### src/rtl/usb_irq_aggregator.sv
`timescale 1ns/1ps
module usb_irq_aggregator #(
  parameter int SIE_W  = 8,
  parameter int EPR_W  = 8,
  parameter int DMA_W  = 4,
  parameter int FIFO_W = 4,
  parameter int EP0_W  = 6,
  parameter int ADDR_W = 2
) (
  input  logic              clk,
  input  logic              rst_n,
  input  logic [SIE_W-1:0]  sie_stat,
  input  logic [SIE_W-1:0]  sie_en,
  input  logic [EPR_W-1:0]  epr_stat,
  input  logic [EPR_W-1:0]  epr_en,
  input  logic [DMA_W-1:0]  dma_stat,
  input  logic [DMA_W-1:0]  dma_en,
  input  logic [FIFO_W-1:0] fifo_stat,
  input  logic [FIFO_W-1:0] fifo_en,
  input  logic [EP0_W-1:0]  ep0_stat,
  input  logic [EP0_W-1:0]  ep0_en,
  input  logic              setup_done,
  input  logic              ep0_ctl_ld,
  input  logic [5:0]        ep0_ctl_wdata,
  input  logic              reg_wr,
  input  logic [ADDR_W-1:0] reg_addr,
  input  logic [7:0]        reg_wdata,
  output logic [7:0]        reg_rdata,
  output logic              irq_n,
  output logic [2:0]        ep0_in_ctl,
  output logic [2:0]        ep0_out_ctl
);
  localparam logic [ADDR_W-1:0] OFS_STAT = ADDR_W'(0);
  localparam logic [ADDR_W-1:0] OFS_EN   = ADDR_W'(1);
  localparam logic [7:0]        EN_MASK  = 8'hF3;
  localparam logic [2:0]        CTL_SETUP = 3'b011;

  logic       setup_q;
  logic [7:0] en_q;
  logic [5:0] ctl_q;

  wire sum_sie  = |(sie_stat & sie_en);
  wire sum_epr  = |(epr_stat & epr_en);
  wire sum_dma  = |(dma_stat & dma_en);
  wire sum_fifo = |(fifo_stat & fifo_en);
  wire sum_ep0  = |(ep0_stat & ep0_en);

  wire [7:0] main_stat = {sum_sie, sum_epr, sum_dma, sum_fifo, 2'b00, sum_ep0, setup_q};

  wire wr_stat = reg_wr && (reg_addr == OFS_STAT);
  wire wr_en   = reg_wr && (reg_addr == OFS_EN);

  always_ff @(posedge clk or negedge rst_n) begin
    if (!rst_n)                        setup_q <= 1'b0;
    else if (setup_done)               setup_q <= 1'b1;
    else if (wr_stat && reg_wdata[0])  setup_q <= 1'b0;
  end

  always_ff @(posedge clk or negedge rst_n) begin
    if (!rst_n)     en_q <= 8'h00;
    else if (wr_en) en_q <= reg_wdata & EN_MASK;
  end

  always_ff @(posedge clk or negedge rst_n) begin
    if (!rst_n)          ctl_q <= 6'd0;
    else if (setup_done) ctl_q <= {CTL_SETUP, CTL_SETUP};
    else if (ep0_ctl_ld) ctl_q <= ep0_ctl_wdata;
  end

  assign reg_rdata   = (reg_addr == OFS_STAT) ? main_stat :
                       (reg_addr == OFS_EN)   ? en_q      : 8'h00;
  assign irq_n       = ~|(main_stat & en_q);
  assign ep0_in_ctl  = ctl_q[5:3];
  assign ep0_out_ctl = ctl_q[2:0];

  assert_rsv_zero_R2: assert property (@(posedge clk) disable iff (!rst_n)
    reg_rdata[3:2] == 2'b00);

  assert_setup_sets_R4: assert property (@(posedge clk) disable iff (!rst_n)
    setup_done |=> reg_addr != OFS_STAT || reg_rdata[0]);

  assert_w1c_R5: assert property (@(posedge clk) disable iff (!rst_n)
    (wr_stat && reg_wdata[0] && !setup_done) |=> !setup_q);

  assert_hold_R5: assert property (@(posedge clk) disable iff (!rst_n)
    (!setup_done && !(wr_stat && reg_wdata[0])) |=> $stable(setup_q));

  assert_capture_wins_R6: assert property (@(posedge clk) disable iff (!rst_n)
    (setup_done && wr_stat && reg_wdata[0]) |=> setup_q);

  assert_ctl_force_R7: assert property (@(posedge clk) disable iff (!rst_n)
    setup_done |=> (ep0_in_ctl == CTL_SETUP && ep0_out_ctl == CTL_SETUP));

  assert_ctl_hold_R8: assert property (@(posedge clk) disable iff (!rst_n)
    (!setup_done && !ep0_ctl_ld) |=> ($stable(ep0_in_ctl) && $stable(ep0_out_ctl)));

  assert_en_write_R10: assert property (@(posedge clk) disable iff (!rst_n)
    wr_en |=> en_q == ($past(reg_wdata) & EN_MASK));
endmodule

### config.mk
export PLATFORM = sky130hd
export DESIGN_NAME = usb_irq_aggregator
export DESIGN_NICKNAME = d
export VERILOG_FILES = /design/src/rtl/usb_irq_aggregator.sv
export SDC_FILE = /design/constraint.sdc
export NUM_CORES = 1
export LEC_CHECK = 0
export BUFFER_PORTS_ARGS = -buffer_cell sky130_fd_sc_hd__buf_2
export CAP_MARGIN = 40
export CORE_UTILIZATION = 34
export CTS_CLUSTER_SIZE = 25
export DETAILED_ROUTE_END_ITERATION = 10
export PLACE_DENSITY = 0.91
export SYNTH_ARGS = -nofsm -noshare
export SYNTH_HDL_FRONTEND = slang
export SYNTH_SLANG_ARGS = --single-unit
### constraint.sdc
create_clock -name clk -period 1.7 [get_ports clk]
set_input_delay 0.17 -clock clk [delete_from_list [all_inputs] [get_ports clk]]
set_output_delay 0.17 -clock clk [all_outputs]
set_load 0.05 [all_outputs]
# Yosys cells after proc, flatten, opt, wreduce, memory -nomap -nowiden
# Index checks and enable logic that the tools add are counted.
totals:
  inputBits: 81
  latch_bits: 0
  out_inout_bits: 15
  regBits: 13
  mem_bits_ro: 0
  mem_bits_rw: 0
  mem_count: 0
op_classes:
  add_sub_neg: 0
  mul: 0
  bitwise: 6
  div: 0
  eq_ne: 1
  n_lt_le_gt_ge: 0
  n_shift: 0
  mux: 6
  reduce_logical: 13
op_table:
  columns: ["op", "n"]
  rows:
  - ["bitwise AND 8 bit", 3]
  - ["OR reduction 8 bit", 3]
  - ["2-to-1 mux 8 bit", 2]
  - ["2-to-1 mux 6 bit", 2]
  - ["bitwise AND 4 bit", 2]
  - ["OR reduction 4 bit", 2]
  - ["bitwise AND 6 bit", 1]
  - ["OR reduction 6 bit", 1]
  - ["nonzero test 2 bit", 2]
  - ["logical AND 1 bit", 3]
  - ["equality test 2 x 1 -> 1 bit, second input constant", 1]
  - ["logical NOT 2 bit", 1]
  - ["2-to-1 mux 1 bit", 2]
  - ["logical NOT 1 bit", 1]

# Logic depth before layout (Yosys ltp)
depth:
  depth_word: 5
  mapped_depth: 4
  mapped_depth_nobuf: 4

# Least setup slack after synthesis
# No wires, ideal clock.
synth_timing:
  kind: "input -> output"
  start: "in epr_stat[2]"
  end: "out irq_n"
  arrival_ns: 1.220
  required_time_ns: 1.530
  stages: 4
  setup_slack_ns: 0.310
  cell_sequence: "a22oi_1 -> nand4_1 -> a222oi_1 -> and2_1"
synth_between:
  elab_chain_cells: 5
synth_rtl:
  columns: ["item", "line_no", "text"]
  rows:
  - ["start, declared", "14", "input logic [EPR_W-1:0] epr_stat,"]
  - ["bitwise AND 8 bit", "43", "wire sum_epr = |(epr_stat & epr_en);"]
  - ["OR reduction 8 bit", "43", null]
  - ["bitwise AND 8 bit", "72", "assign irq_n = ~|(main_stat & en_q);"]
  - ["OR reduction 8 bit", "72", null]
  - ["logical NOT 1 bit", "72", null]
  - ["end, declared", "29", "output logic irq_n,"]
# Every way passes these cells.

# Worst setup path in the final report
layout_timing:
  start: "reg en_q[6]"
  end: "out irq_n"
layout_between:
  elab_chain_cells: 3
layout_rtl:
  columns: ["item", "line_no", "text"]
  rows:
  - ["start, declared", "39", "logic [7:0] en_q;"]
  - ["start signal, assigned", "61", "else if (wr_en) en_q <= reg_wdata & EN_MASK;"]
  - ["bitwise AND 8 bit", "72", null]
  - ["OR reduction 8 bit", "72", null]
  - ["logical NOT 1 bit", "72", null]
# Every way passes these cells.

==> out/summary.log <==
[timing] RSZ-0062 raised after global routing no
[clock_tree] TritonCTS clock tree done
[hold_path] number of cells on the worst hold path 2
[cells_and_area] highest-count cells in the layout ignoring fill and taps buf_2 (90), a22oi_1 (14), dfrtp_1 (13)
[timing] Clock Skews 0 ns
[synth] cell area after synthesis 786 sq um
[global_route] largest net degree at the start of global routing 14
[routing] post-DR vias/cell 4.93
[setup_path] required time worst endpoint 1.53 ns
[place] DP Wirelength 2160 um
[setup_path] Slowest cell on crit path dfrtp_1
[pwr] overall power 906 uW
[cells_and_area] total non-filler cell area in the finished layout 1290 sq um
[hold_path] worst min-delay path class in -> reg
[synth] xor/xnor cell area share of the yosys netlist 0%
[routing] antenna violation net count after detailed routing 0
[floorplanning] floorplan die width 50.1 um
[routing] Post-route DRC 0
[cells_and_area] FF+latch area 325 sq um
[clock_tree] Post-CTS Setup Inserts 0
[pwr] Pleak 0.704 nW
[routing] vias after detailed routing 976
[setup_path] largest stage delay on the critical path 0.39 ns
[clock_tree] Clock Path Buffers 2
[synth] multiplexer fraction of the synthesized cell area 16.2%
[global_route] via count of the first global-routing pass 958
[setup_path] Worst Path Class, Setup reg -> out
[setup_path] startpoint kind of the worst setup timing path flop
[synth] adder-cell share of the synthesized area 0%
[place] total placed instance area 1250 sq um
[setup_path] worst setup path endpoint irq_n
[synth] post-synthesis simple-gate area fraction 13.2%
[setup_path] cell breakdown of the critical path a222oi_1 > and2_1 > clkbuf_4
[cells_and_area] Multi-input gate area 439 sq um
[cells_and_area] Final Net Count 252
[timing] share of the cycle needed by the critical path after routing 91.2%
[synth] FF+latch count, synth 13
[floorplanning] top-level port count 96
[routing] Routed WL 2570 um
[clock_tree] TritonCTS buffer count 3
[timing] fmax 645 MHz
[place] weighted congestion at the end of routability-driven global placement 0.789
[routing] number of DRC markers in iteration 0 40
[run] maxcap violations 0
[clock_tree] root buffer selected by CTS clkbuf_4
[timing] total setup violations reported at the end of the flow 0
[status] result of the run finished, final reports clean
[timing] final hold violations 0
[setup_path] timing startpoint of the critical path en_q[6]
[timing] final hold slack 0.112 ns
[synth] warning count from the yosys run 0
[floorplanning] Chip Height 50.1 um
[cells_and_area] final core utilization 59.1%
[timing] Fin Setup TNS 0 ns
[floorplanning] total die area 2510 sq um
[setup_path] data arrival time of the worst path 1.38 ns
[pwr] power density over the cells 700 nW/um^2
[synth] main combinational cell family by area after synthesis compound AO/OA/AOI/OAI gates
[setup_path] maximum fanout count along the critical path 3
[global_route] wire length of the first global-routing pass 4030 um
[global_route] Total Routing Usage GR 21.3%
[floorplanning] number of standard-cell rows in the floorplan 17
[setup_path] number of buffers and inverters on the critical path 1
[cells_and_area] number of fillers in the final layout 189
[cells_and_area] synth-to-layout area growth 64.6%
[setup_path] Top Family by Delay on Critical Path flip-flops
[routing] detail-routed net length per standard cell 13.0 um
[place] Port Buffers 91
[cells_and_area] most frequent standard cell in the layout excluding fill and tap cells buf_2
[clock_tree] source-to-sink clock delay at the later pin of the worst-skew pair 0.27 ns
[synth] Synth Area per Inst 10.2 sq um
[timing] minimum clock period after layout 1.55 ns
[synth] complex-gate fraction of the synthesized area 25.5%
[floorplanning] Initial Util 35.9%
[clock_tree] CTS H-tree depth 1
[synth] sequential-to-total area share from yosys stat 41.4%
[setup_path] Worst Setup End Kind output port
[clock_tree] total number of clock tree sinks 13
[pwr] worst voltage drop across the vdd grid 0.000496 V
[floorplanning] core footprint 2190 sq um
[setup_path] R2R Setup Slk 0.80 ns
[cells_and_area] Inserted Diodes 0
[setup_path] length in cells of the worst reg-to-reg path 2
[global_route] antenna violations before repair 0
[synth] number of different library cells in the post-synthesis netlist 19
[timing] final-report max-slew violation count 0
[setup_path] endpoint of the worst register-to-register path ctl_q[0]
[setup_path] depth of the critical timing path with buffers and inverters included 3
[global_route] remaining global-route overflow 0
[setup_path] launch instance of the worst register-to-register path ctl_q[0]
[cells_and_area] share of final-layout standard cells stronger than drive strength 1 59.4%
[clock_tree] Clock transition at path regs 0.07 ns
[synth] number of instances in the synthesized netlist 77
[routing] drt first pass iters 4
flip-flops by register name, indices dropped and copies added (netlist names):
signal	cells
en_q	6
ctl_q	6
setup_q	1
Yosys cell counts:
cell	instances	area share, %
nor2b_1	5	4.0
nand4_1	2	1.6
mux2i_1	6	7.6
conb_1	1	0.48
mux2_2	6	8.6
buf_2	2	1.3
a21oi_1	4	2.5
and2_1	1	0.80
buf_4	2	1.9
a211o_1	4	4.5
dfrtp_1	13	41
nand2_1	3	1.4
nand3b_1	1	0.96
nor2_1	8	3.8
a222oi_1	2	2.5
a21o_1	1	0.96
a22oi_1	14	13
nand3_1	1	0.64
a22oi_2	1	1.6
report_power, final:
part	internal (mW)	leakage (nW)	switching (mW)
sequential	0.346	0.147	0.0272
clock	0.0907	0.0150	0.0908
combinational	0.151	0.541	0.200
total	0.588	0.704	0.318
cell type report:
class                      instances  share of cell area, %
clock buffer                       4                   2.03
multi-input combinational         61                   33.9
sequential                        13                   25.1
tap                               28                   2.71
timing repair buffer              92                   36.2
metrics by stage:
stage               setup WS (ns)  std cells
floorplan                   0.310         78
global placement            0.174        193
detailed placement          0.157        193
CTS                        0.0707        198
global route               0.0292        198
finish                      0.149        198
logic make-up (layout without fill, tap and decap cells):
logic type | Yosys count | count (layout)
AND/OR/NAND/NOR | 21 | 21
flip-flops | 13 | 13
multiplexers | 12 | 12
AO/OA/AOI/OAI | 26 | 26
buffers and inverters | 4 | 96
other | 1 | 2
worst min path at each step:
stage	from	to	slack [ns]
after global placement	rst_n	ctl_q[5]	0.06
final	ep0_ctl_wdata[3]	ctl_q[3]	0.11
after CTS	ep0_ctl_wdata[3]	ctl_q[3]	0.1
after global routing	ep0_ctl_wdata[3]	ctl_q[3]	0.09
after floorplan	rst_n	ctl_q[0]	-0.13
after detailed placement	rst_n	ctl_q[2]	0.07
metal layers:
layer / part of all wire [%] / up-vias / global-route usage [%] / wire length (um)
met5: 0 / - / 0 / 0
met4: 1.2 / 0 / 10.0 / 30
met3: 7.5 / 6 / 5.86 / 192
met2: 52 / 51 / 37.6 / 1330
met1: 40 / 438 / 23.2 / 1020
li1: - / 481 / - / -
what timing repair did:
action                     in CTS  in global routing
hold buffers                    1                  0
hold endpoints to repair       13                  0
setup endpoints to repair       0                  1
resized for setup               0                  1
Note: power is estimated with default switching activity, not from simulation.
